<file path="config.mk">
export PLATFORM = sky130hd
export DESIGN_NAME = mstk_ctrl
export DESIGN_NICKNAME = d
export VERILOG_FILES = /design/src/rtl/mstk_pkg.sv /design/src/rtl/mstk_limits.sv /design/src/rtl/mstk_engine.sv /design/src/rtl/mstk_ctrl.sv
export SDC_FILE = /design/constraint.sdc
export NUM_CORES = 1
export LEC_CHECK = 0
export CORE_ASPECT_RATIO = 0.7
export CORE_MARGIN = 2
export CORE_UTILIZATION = 50
export CTS_BUF_LIST = sky130_fd_sc_hd__clkbuf_8
export CTS_CLUSTER_DIAMETER = 30
export DETAILED_ROUTE_END_ITERATION = 8
export GPL_ROUTABILITY_DRIVEN = 0
export PLACE_DENSITY = 0.82
export REMOVE_ABC_BUFFERS = 1
export SLEW_MARGIN = 20
export SYNTH_ARGS = -nofsm -noshare
export SYNTH_HDL_FRONTEND = slang
export SYNTH_HIERARCHICAL = 1
export SYNTH_SLANG_ARGS = --single-unit
</file>
<file path="constraint.sdc">
create_clock -name clk -period 3 [get_ports clk]
set_input_delay 0.9 -clock clk [delete_from_list [all_inputs] [get_ports clk]]
set_output_delay 0.9 -clock clk [all_outputs]
set_load 0.02 [all_outputs]
</file>
<file path="src/rtl/mstk_pkg.sv">
package mstk_pkg;

    typedef enum logic [1:0] {
        ST_IDLE = 2'd0,
        ST_ADDR = 2'd1,
        ST_DATA = 2'd2
    } eng_state_e;

    localparam logic [1:0] CFG_BASE  = 2'd0;
    localparam logic [1:0] CFG_FLOOR = 2'd1;
    localparam logic [1:0] CFG_CEIL  = 2'd2;

endpackage

</file>
<file path="src/rtl/mstk_limits.sv">
module mstk_limits
    import mstk_pkg::*;
#(
    parameter int AW         = 12,
    parameter int INIT_PTR   = 4001,
    parameter int FLOOR_INIT = 3000
) (
    input  logic          clk,
    input  logic          rst_n,
    input  logic          wr_en,
    input  logic [1:0]    wr_sel,
    input  logic [AW-1:0] wr_data,
    input  logic [AW-1:0] sp,
    output logic          at_floor,
    output logic          at_ceil
);

    localparam logic [AW-1:0] FLOOR_RST = AW'(FLOOR_INIT);
    localparam logic [AW-1:0] CEIL_RST  = AW'(INIT_PTR);

    typedef struct packed {
        logic [AW-1:0] floor;
        logic [AW-1:0] ceil;
    } lim_t;

    lim_t lim_d, lim_q;

    always_comb begin
        lim_d = lim_q;
        if (wr_en) begin
            case (wr_sel)
                CFG_FLOOR: lim_d.floor = wr_data;
                CFG_CEIL:  lim_d.ceil  = wr_data;
                default:   ;
            endcase
        end
    end

    always_ff @(posedge clk or negedge rst_n) begin
        if (!rst_n) begin
            lim_q.floor <= FLOOR_RST;
            lim_q.ceil  <= CEIL_RST;
        end else begin
            lim_q <= lim_d;
        end
    end

    assign at_floor = (sp == lim_q.floor);
    assign at_ceil  = (sp == lim_q.ceil);


    floor_load_chk: assert property (@(posedge clk) disable iff (!rst_n)
        (wr_en && wr_sel == CFG_FLOOR) |=> (lim_q.floor == $past(wr_data)));


    limits_hold_chk: assert property (@(posedge clk) disable iff (!rst_n)
        (!wr_en || wr_sel == CFG_BASE || wr_sel == 2'd3) |=> $stable(lim_q));

endmodule

</file>
<file path="src/rtl/mstk_engine.sv">
module mstk_engine
    import mstk_pkg::*;
#(
    parameter int AW       = 12,
    parameter int DW       = 16,
    parameter int INIT_PTR = 4001
) (
    input  logic          clk,
    input  logic          rst_n,
    input  logic          push_req,
    input  logic          pop_req,
    input  logic [DW-1:0] push_data,
    input  logic          cfg_take,
    input  logic [1:0]    cfg_sel,
    input  logic [AW-1:0] cfg_wdata,
    input  logic          at_floor,
    input  logic          at_ceil,
    input  logic [DW-1:0] mem_rdata,
    output logic [AW-1:0] mem_addr,
    output logic          mem_we,
    output logic          mem_re,
    output logic [DW-1:0] mem_wdata,
    output logic [DW-1:0] pop_data,
    output logic          pop_valid,
    output logic          busy,
    output logic          overflow,
    output logic          underflow,
    output logic [AW-1:0] sp
);

    localparam logic [AW-1:0] SP_RST = AW'(INIT_PTR);
    localparam logic [AW-1:0] ONE    = AW'(1);

    typedef struct packed {
        eng_state_e    state;
        logic [AW-1:0] sp;
        logic [AW-1:0] addr;
        logic [DW-1:0] wdata;
        logic          we;
        logic          re;
        logic          ovf;
        logic          unf;
        logic [DW-1:0] pdata;
        logic          pvalid;
    } eng_t;

    eng_t st_d, st_q;

    always_comb begin
        st_d        = st_q;
        st_d.we     = 1'b0;
        st_d.re     = 1'b0;
        st_d.ovf    = 1'b0;
        st_d.unf    = 1'b0;
        st_d.pvalid = 1'b0;
        case (st_q.state)
            ST_IDLE: begin
                if (cfg_take) begin
                    if (cfg_sel == CFG_BASE) begin
                        st_d.sp = cfg_wdata;
                    end
                end else if (push_req) begin
                    if (at_floor) begin
                        st_d.ovf = 1'b1;
                    end else begin
                        st_d.sp    = st_q.sp - ONE;
                        st_d.addr  = st_q.sp - ONE;
                        st_d.wdata = push_data;
                        st_d.we    = 1'b1;
                    end
                end else if (pop_req) begin
                    if (at_ceil) begin
                        st_d.unf = 1'b1;
                    end else begin
                        st_d.addr  = st_q.sp;
                        st_d.sp    = st_q.sp + ONE;
                        st_d.re    = 1'b1;
                        st_d.state = ST_ADDR;
                    end
                end
            end
            ST_ADDR: begin
                st_d.state = ST_DATA;
            end
            ST_DATA: begin
                st_d.pdata  = mem_rdata;
                st_d.pvalid = 1'b1;
                st_d.state  = ST_IDLE;
            end
            default: begin
                st_d.state = ST_IDLE;
            end
        endcase
    end

    always_ff @(posedge clk or negedge rst_n) begin
        if (!rst_n) begin
            st_q.state  <= ST_IDLE;
            st_q.sp     <= SP_RST;
            st_q.addr   <= '0;
            st_q.wdata  <= '0;
            st_q.we     <= 1'b0;
            st_q.re     <= 1'b0;
            st_q.ovf    <= 1'b0;
            st_q.unf    <= 1'b0;
            st_q.pdata  <= '0;
            st_q.pvalid <= 1'b0;
        end else begin
            st_q <= st_d;
        end
    end

    assign mem_addr  = st_q.addr;
    assign mem_we    = st_q.we;
    assign mem_re    = st_q.re;
    assign mem_wdata = st_q.wdata;
    assign pop_data  = st_q.pdata;
    assign pop_valid = st_q.pvalid;
    assign busy      = (st_q.state != ST_IDLE);
    assign overflow  = st_q.ovf;
    assign underflow = st_q.unf;
    assign sp        = st_q.sp;


    push_write_chk: assert property (@(posedge clk) disable iff (!rst_n)
        st_q.we |-> ((st_q.addr == st_q.sp) && (st_q.sp == $past(st_q.sp) - ONE)));


    pop_valid_chk: assert property (@(posedge clk) disable iff (!rst_n)
        st_q.re |-> ##2 st_q.pvalid);


    overflow_chk: assert property (@(posedge clk) disable iff (!rst_n)
        (st_q.state == ST_IDLE && !cfg_take && push_req && at_floor)
            |=> (st_q.ovf && !st_q.we && $stable(st_q.sp)));


    underflow_chk: assert property (@(posedge clk) disable iff (!rst_n)
        (st_q.state == ST_IDLE && !cfg_take && !push_req && pop_req && at_ceil)
            |=> (st_q.unf && !st_q.re && $stable(st_q.sp)));


    busy_hold_chk: assert property (@(posedge clk) disable iff (!rst_n)
        (st_q.state != ST_IDLE) |=> ($stable(st_q.sp) && !st_q.we && !st_q.re));


    strobe_excl_chk: assert property (@(posedge clk) disable iff (!rst_n)
        $onehot0({st_q.we, st_q.re, st_q.ovf, st_q.unf}));

endmodule

</file>
<file path="src/rtl/mstk_ctrl.sv">
module mstk_ctrl
    import mstk_pkg::*;
#(
    parameter int AW         = 12,
    parameter int DW         = 16,
    parameter int INIT_PTR   = 4001,
    parameter int FLOOR_INIT = 3000
) (
    input  logic          clk,
    input  logic          rst_n,
    input  logic          push_req,
    input  logic          pop_req,
    input  logic [DW-1:0] push_data,
    input  logic          cfg_we,
    input  logic [1:0]    cfg_sel,
    input  logic [AW-1:0] cfg_wdata,
    output logic [AW-1:0] mem_addr,
    output logic          mem_we,
    output logic          mem_re,
    output logic [DW-1:0] mem_wdata,
    input  logic [DW-1:0] mem_rdata,
    output logic [DW-1:0] pop_data,
    output logic          pop_valid,
    output logic          busy,
    output logic          full,
    output logic          empty,
    output logic          overflow,
    output logic          underflow,
    output logic [AW-1:0] sp
);

    logic          cfg_take;
    logic          at_floor;
    logic          at_ceil;
    logic          busy_w;
    logic [AW-1:0] sp_w;

    assign cfg_take = cfg_we && !busy_w;

    mstk_limits #(
        .AW         (AW),
        .INIT_PTR   (INIT_PTR),
        .FLOOR_INIT (FLOOR_INIT)
    ) u_limits (
        .clk      (clk),
        .rst_n    (rst_n),
        .wr_en    (cfg_take),
        .wr_sel   (cfg_sel),
        .wr_data  (cfg_wdata),
        .sp       (sp_w),
        .at_floor (at_floor),
        .at_ceil  (at_ceil)
    );

    mstk_engine #(
        .AW       (AW),
        .DW       (DW),
        .INIT_PTR (INIT_PTR)
    ) u_engine (
        .clk       (clk),
        .rst_n     (rst_n),
        .push_req  (push_req),
        .pop_req   (pop_req),
        .push_data (push_data),
        .cfg_take  (cfg_take),
        .cfg_sel   (cfg_sel),
        .cfg_wdata (cfg_wdata),
        .at_floor  (at_floor),
        .at_ceil   (at_ceil),
        .mem_rdata (mem_rdata),
        .mem_addr  (mem_addr),
        .mem_we    (mem_we),
        .mem_re    (mem_re),
        .mem_wdata (mem_wdata),
        .pop_data  (pop_data),
        .pop_valid (pop_valid),
        .busy      (busy_w),
        .overflow  (overflow),
        .underflow (underflow),
        .sp        (sp_w)
    );

    assign busy  = busy_w;
    assign sp    = sp_w;
    assign full  = at_floor;
    assign empty = at_ceil;


    cfg_gate_chk: assert property (@(posedge clk) disable iff (!rst_n)
        (busy_w && cfg_we) |=> $stable(sp_w));

endmodule

</file>
==> results of run 1 <==
-- metal layers --
layer  vias up  part of all wire (%)  global-route usage (%)
met4         0                  0.97                    5.68
met2       196                    45                    36.8
met3        17                   8.8                    6.32
met5         -                     0                       0
met1      1830                    45                    31.7
li1       1746                     -                       -
-- state kept, by name (all words and copies together), names as in the netlist --
| signal | count |
|---|---|
| u_engine/mem_wdata | 16 |
| u_engine/sp | 12 |
| u_engine/mem_we | 1 |
| u_engine/pop_valid | 1 |
| u_engine/mem_addr | 12 |
| u_engine/mem_re | 1 |
| u_engine/underflow | 1 |
| u_limits/lim_q | 24 |
| u_engine/st_q | 2 |
| u_engine/overflow | 1 |
| u_engine/pop_data | 16 |
-- layout by cell type, fill, tap and decap left out, types with 5 or more instances in the layout --
cell type and instances:
clkdlybuf4s50_1 111, mux2i_1 6, clkbuf_8 10, o21a_1 9
nor2_1 29, nand2b_1 5, o21ai_0 19, mux2_4 20
nand2_1 64, mux2_2 20, nor3_1 13, a21oi_1 14
nand4_1 8, dfrtp_1 66, o221ai_1 8, inv_1 11
buf_4 23, xnor2_1 30, dfstp_2 21
-- report_power, final --
| part | total (mW) | switching, mW | internal [mW] |
|---|---|---|---|
| combinational | 2.37 | 1.20 | 1.17 |
| sequential | 1.82 | 0.250 | 1.57 |
| clock | 0.863 | 0.443 | 0.420 |
| total | 5.05 | 1.89 | 3.16 |
-- worst max path at each step --
stage                          startpoint                     endpoint  slack, ns  cells past startpoint
3_3_place_gp   u_engine/sp[7]$_DFFE_PN1P_                        empty       0.13                      4
2_1_floorplan  u_engine/sp[4]$_DFFE_PN0P_  u_engine/sp[11]$_DFFE_PN1P_      -0.66                      8
3_5_place_dp   u_engine/sp[7]$_DFFE_PN1P_                        empty        0.1                      4
5_1_grt        u_engine/sp[7]$_DFFE_PN1P_                        empty       0.07                      4
6_report       u_engine/sp[7]$_DFFE_PN1P_                        empty       0.13                      4
4_1_cts        u_engine/sp[7]$_DFFE_PN1P_                        empty       0.13                      4
-- timing repair --
action                     CTS  global route
setup buffers                0             0
resized for setup            4             0
setup endpoints to repair    2             0
-- cells in the mapped netlist, types with 2 or more instances --
cell type / count
dfrtp_1: 66
nand2_1: 64
buf_4: 58
xnor2_1: 30
nor2_1: 29
dfstp_2: 21
mux2_2: 20
mux2_4: 20
o21ai_0: 19
nor3_1: 15
a21oi_1: 14
clkbuf_1: 14
inv_1: 11
o21a_1: 9
nand4_1: 8
o221ai_1: 8
buf_2: 7
mux2i_1: 6
nand2b_1: 5
buf_1: 4
nand3_1: 4
o211ai_1: 4
a221oi_1: 3
nor2b_1: 3
o31ai_1: 3
a211o_1: 2
buf_6: 2
ha_1: 2
nand3b_4: 2
or2_1: 2
or3_1: 2
or4_4: 2
-- kinds of logic (layout without fill, tap and decap cells) --
logic type / count (synthesis) / in the layout / synth area share (%)
and+or+nand+nor: 146 / 146 / 15.3
buffers and inverters: 97 / 168 / 12.1
DFF: 87 / 87 / 44.2
AOI/OAI and AO/OA: 76 / 76 / 10.7
muxes: 46 / 46 / 11.7
xor gates and xnor gates: 31 / 31 / 5.44
adders and majority gates: 2 / 2 / 0.502
-- final cells by class --
class | count | area [um^2] | share of cell area [%]
Inverter | 12 | 45.0 | 0.727
Tap cell | 128 | 160 | 2.59
Sequential cell | 87 | 2200 | 35.6
Clock inverter | 6 | 75.1 | 1.21
Clock buffer | 10 | 138 | 2.22
Multi-Input combinational cell | 301 | 2190 | 35.4
Timing Repair Buffer | 140 | 1380 | 22.3
==> metrics.md, run 1 <==
| Metric | Value |
|---|---|
| Status | completed |
| Synth Area per Inst | 10.3 um^2 |
| EDFF count, synth | 0 |
| WHS | 0.445 ns |
| Initial antenna violation count | 0 |
| Slowest CP cell | dfstp_2 |
| PwrDens | 815 nW/um^2 |
| Final setup vio count | 0 |
| PnR worst setup slack | 0.134 ns |
| Vias in the first global route | 3800 |
| Worst reg-to-reg path cell count | 10 |
| Peak Freq | 349 MHz |
| Hold_sp | u_engine/st_q[62]$_DFFE_PN0P_ |
| CTS tree | built |
| Leakage | 2.61 nW |
| Post-DP Area | 5970 um^2 |
| Fin area | 6190 um^2 |
| Top_reg_cell synth | dfrtp_1 |
| Initial DRC Count | 291 |
| Global-route wire length before repair | 19200 um |
| Synth area leader | dfrtp_1 |
| Critical path cell sequence | xnor2_1 > nand4_1 > nor3_2 > dlygate4sd2_1 |
| Worst path arrival time | 1.97 ns |
| DR pass1 iterations | 5 |
| Register area share after synthesis | 44.2% |
| Netlist cell types | 58 |
| Num CTS Buffers | 9 |
| Chip height | 87.6 um |
| Register-to-Register Setup Slack | 0.32 ns |
| DIE WIDTH | 123 um |
| CTS Sinks | 87 |
| Async S/R FF share, synth | 100% |
| Via/cell ratio | 5.54 |
| Fill count | 747 |
| H-tree levels | 3 |
| Buffers on Ports | 114 |
| Worst-Margin Slew | 0.495 ns |
| # diodes | 0 |
| Slowest Stage Delay on Critical Path | 0.59 ns |
| HP Class | reg -> reg |
| Post-synthesis cell count | 485 |
| Fin Clk Skew | 0.00582 ns |
| Slew Limit Fails | 0 |
| Total GRT Usage | 23.1% |
| Clk_lat worst skew | 0.38 ns |
| Min cycle time layout | 2.87 ns |
| Total die area | 10800 um^2 |
| P&R area growth vs syn | 24.1% |
| Yosys warns | 6 |
| Hold EP | u_engine/st_q[62]$_DFFE_PN0P_ |
| Maximum vdd drop | 0.602 mV |
| Ports | 115 |
| Crit path buffers/inverters | 1 |
| DRC viols | 0 |
| Final setup TNS | 0 ns |
| Pre-CTS setup slack | 0.0963 ns |
| Max Buffers Root-to-Sink | 2 |
| Slew HR | 67.0% |
| Critical Path End Type | output port |
| Post-layout util | 63.9% |
| Worst Hold Depth | 1 |
| R2R Path Start | u_engine/sp[11]$_DFFE_PN1P_ |
| WL final | 11900 um |
| Flops & latches, synth | 87 |
| Layout Cells excl Fill | 684 |
| Unrepaired setup endpoints after global routing | false |
| Placed Cells | 668 |
| FP Rows | 30 |
| Largest cells by area after synthesis | dfrtp_1 33%, dfstp_2 11%, buf_4 8.7% |
| DP Wirelength | 8750 um |
| Final nets | 604 |
| Crit path kind | reg -> out |
| Delay-heaviest family, CP | flip-flops |
| GRT Residual Overflow | 0 |
| Hold Buf Count CTS | 0 |
| Initial Util | 51.5% |
| Top-area cell type share of the netlist area | 33.1% |
| Nature of the critical path startpoint | flop |
| Capturing point of the worst reg2reg path | u_engine/sp[11]$_DFFE_PN1P_ |
| Final hold vios | 0 |
| Largest net degree at the start of global routing | 51 |
| DR vias | 3789 |
| Clk slew on worst S/H paths | 0.09 ns |
| Max_cap viols | 0 |
| Tcrit/Tclk final | 95.5% |
| Routed length per instance | 17.4 um |
| Core area | 9680 um^2 |
| Crit path max fanout | 4 |
| Share of cells above drive strength 1 | 21.8% |
| Final Total Pwr | 5.05 mW |
| Syn Std Cell Area | 4990 um^2 |
| Post-route ant nets | 0 |
| Worst Path Required | 2.10 ns |
| CTS root buffer | clkbuf_8 |
Note: power is estimated with default switching activity, not from simulation.
==> run 2, diff against run 1 <==
--- a/config.mk
+++ b/config.mk
@@ -5,7 +5,7 @@
 export SDC_FILE = /design/constraint.sdc
 export NUM_CORES = 1
 export LEC_CHECK = 0
-export CORE_ASPECT_RATIO = 0.7
+export CORE_ASPECT_RATIO = 1.2
 export CORE_MARGIN = 2
 export CORE_UTILIZATION = 50
 export CTS_BUF_LIST = sky130_fd_sc_hd__clkbuf_8
==> run 2 against run 1 <==
Compared with the run above:
- setup slack lost 0.00091 ns
- highest routed layer unchanged
- routed wire length is 0.67% lower
- cell area down 0.99%
- largest cell class unchanged
- register-to-register slack worse by 0.03 ns
- largest power group unchanged
==> metrics.md, run 2 (same netlist as run 1, synthesis figures left out) <==
| Metric | Value |
|---|---|
| Status | completed |
| Final Total Pwr | 4.93 mW (-2.3%) |
| Fin area | 6130 um^2 (-0.99%) |
| Slew HR | 49.9% (-17 points) |
| Max Buffers Root-to-Sink | 2 (unchanged) |
| Ports | 115 (unchanged) |
| DR vias | 3789 (unchanged) |
| DRC viols | 0 (unchanged) |
| Most frequent cells in the layout | 111 x clkdlybuf4s50_1, 66 x dfrtp_1, 64 x nand2_1, 30 x xnor2_1, 29 x nor2_1 |
| P&R area growth vs syn | 22.9% |
| Core area | 9610 um^2 (-0.74%) |
| Initial DRC Count | 263 (-9.6%) |
| Final setup vio count | 0 (unchanged) |
| Critical Path End Type | output port |
| DIE WIDTH | 95.2 um (-23%) |
| Global-route wire length before repair | 18500 um (-3.5%) |
| Post-layout util | 63.8% (-0.16 points) |
| Pre-CTS setup slack | 0.0818 ns (-0.0145 ns) |
| # diodes | 0 (unchanged) |
| Worst reg-to-reg path cell count | 12 (+2) |
| Unrepaired setup endpoints after global routing | false |
| DR pass1 iterations | 5 (unchanged) |
| Via/cell ratio | 5.60 (+1.0%) |
| Final hold vios | 0 (unchanged) |
| Num CTS Buffers | 9 (unchanged) |
| Chip height | 113 um (+30%) |
| Min cycle time layout | 2.87 ns (+0.000909 ns) |
| HP Class | reg -> reg |
| Fin Clk Skew | 0.0120 ns (+0.00619 ns) |
| Post-DP Area | 5930 um^2 (-0.69%) |
| Post-route ant nets | 0 (unchanged) |
| Total die area | 10800 um^2 (about the same) |
| PnR worst setup slack | 0.133 ns (-0.000909 ns) |
| Worst-Margin Slew | 0.752 ns (+0.256 ns) |
| Buffers on Ports | 114 (unchanged) |
| Nature of the critical path startpoint | flop |
| Share of cells above drive strength 1 | 21.5% (-0.28 points) |
| Hold Buf Count CTS | 0 (unchanged) |
| Clk_lat worst skew | 0.36 ns (-0.02 ns) |
| Slew Limit Fails | 0 (unchanged) |
| Total GRT Usage | 22.3% (-0.84 points) |
| Max reg flops | 24 (unchanged) |
| Routed length per instance | 17.5 um (+0.36%) |
| Leakage | 2.59 nW (-0.79%) |
| Crit path kind | reg -> out |
| CTS root buffer | clkbuf_8 |
| Final nets | 602 (-0.33%) |
| PwrDens | 804 nW/um^2 (-1.4%) |
| Vias in the first global route | 3725 (-2.0%) |
| CTS Sinks | 87 (unchanged) |
| Worst path arrival time | 1.97 ns (about the same) |
| Peak Freq | 349 MHz (about the same) |
| Tcrit/Tclk final | 95.6% (about the same) |
| Clk slew on worst S/H paths | 0.08 ns (about the same) |
| FP Rows | 39 (+30%) |
| Max_cap viols | 0 (unchanged) |
| Worst Path Required | 2.10 ns (about the same) |
| WL final | 11800 um (-0.67%) |
| Worst Hold Depth | 1 (unchanged) |
| Crit path max fanout | 10 (+6) |
| Largest net degree at the start of global routing | 88 (+73%) |
| Biggest register | u_limits/lim_q |
| Maximum vdd drop | 0.449 mV (-25%) |
| GRT Residual Overflow | 0 (unchanged) |
| DP Wirelength | 8540 um (-2.4%) |
| Initial antenna violation count | 0 (unchanged) |
| CTS tree | built |
| H-tree levels | 3 (unchanged) |
| Initial Util | 51.9% (+0.38 points) |
| Fill count | 753 (+0.80%) |
| Commonest non-fill, non-tap cell in the layout | clkdlybuf4s50_1 |
==> run 2: cell count changes in the layout (fill, tap and decap cells not counted), sizes merged <==
cell,before,now
clkinvlp,1,2
dlygate4sd2,2,0
buf,27,25
inv,15,13
bufinv,1,0
clkbuf,10,11
clkdlybuf4s15,0,1
clkinv,1,3
==> run 2: area by class of cell <==
cell class                 count  area, um^2  area share [%]
clock buffer                  10         138            2.24
clock inverter                 6        45.0           0.735
inverter                      12        45.0           0.735
multi-input combinational    301        2190            35.7
sequential                    87        2200            35.9
tap                          123         154            2.51
timing repair buffer         138        1360            22.1
==> run 2: path summary, 6_finish.rpt <==
path                       slack [ns]                             to                     startpoint
min in group asynchronous        0.58     u_engine/sp[6]$_DFFE_PN0P_                          rst_n
max in group asynchronous        1.91  u_limits/lim_q[3]$_DFFE_PN0P_                          rst_n
min reg2reg                      0.45  u_engine/st_q[62]$_DFFE_PN0P_  u_engine/st_q[62]$_DFFE_PN0P_
max                              0.13                           full     u_engine/sp[7]$_DFFE_PN1P_
min                              0.45  u_engine/st_q[62]$_DFFE_PN0P_  u_engine/st_q[62]$_DFFE_PN0P_
max reg2reg                      0.29    u_engine/sp[11]$_DFFE_PN1P_     u_engine/sp[7]$_DFFE_PN1P_
==> run 2: metrics by stage <==
stage          hold WS, ns  setup TNS (ns)  cells
4_1_cts              0.449               0    677
3_3_place_gp         0.425               0    660
6_report             0.448               0    677
3_5_place_dp         0.436               0    660
2_1_floorplan        0.409          -16.80    400
5_1_grt              0.499               0    677
==> run 2: repair_timing <==
action,in CTS,in global routing
resized for setup,3,4
setup buffers,1,0
setup endpoints to repair,2,2
==> run 2: worst max-delay path, cell delays in order (launching register included) <==
cell             delay (ns)
dfstp_2                0.54
buf_4                  0.17
xnor2_1                0.13
nand4_1                0.09
nor3_1                 0.21
buf_4                  0.17
clkdlybuf4s15_1        0.31
==> run 2: routing by layer <==
| layer | vias up | track usage (%) | share of wire [%] | wire length (um) |
|---|---|---|---|---|
| li1 | 1738 | - | - | - |
| met1 | 1812 | 27.8 | 40 | 4780 |
| met2 | 218 | 36.7 | 47 | 5620 |
| met3 | 21 | 5.55 | 9.6 | 1140 |
| met4 | 0 | 9.28 | 2.5 | 294 |
| met5 | - | 0 | 0 | 0 |
==> run 2: power breakdown <==
part / internal [mW] / total (mW) / switching [mW]
sequential: 1.57 / 1.80 / 0.229
combinational: 1.16 / 2.38 / 1.21
clock: 0.327 / 0.758 / 0.431
total: 3.06 / 4.93 / 1.87
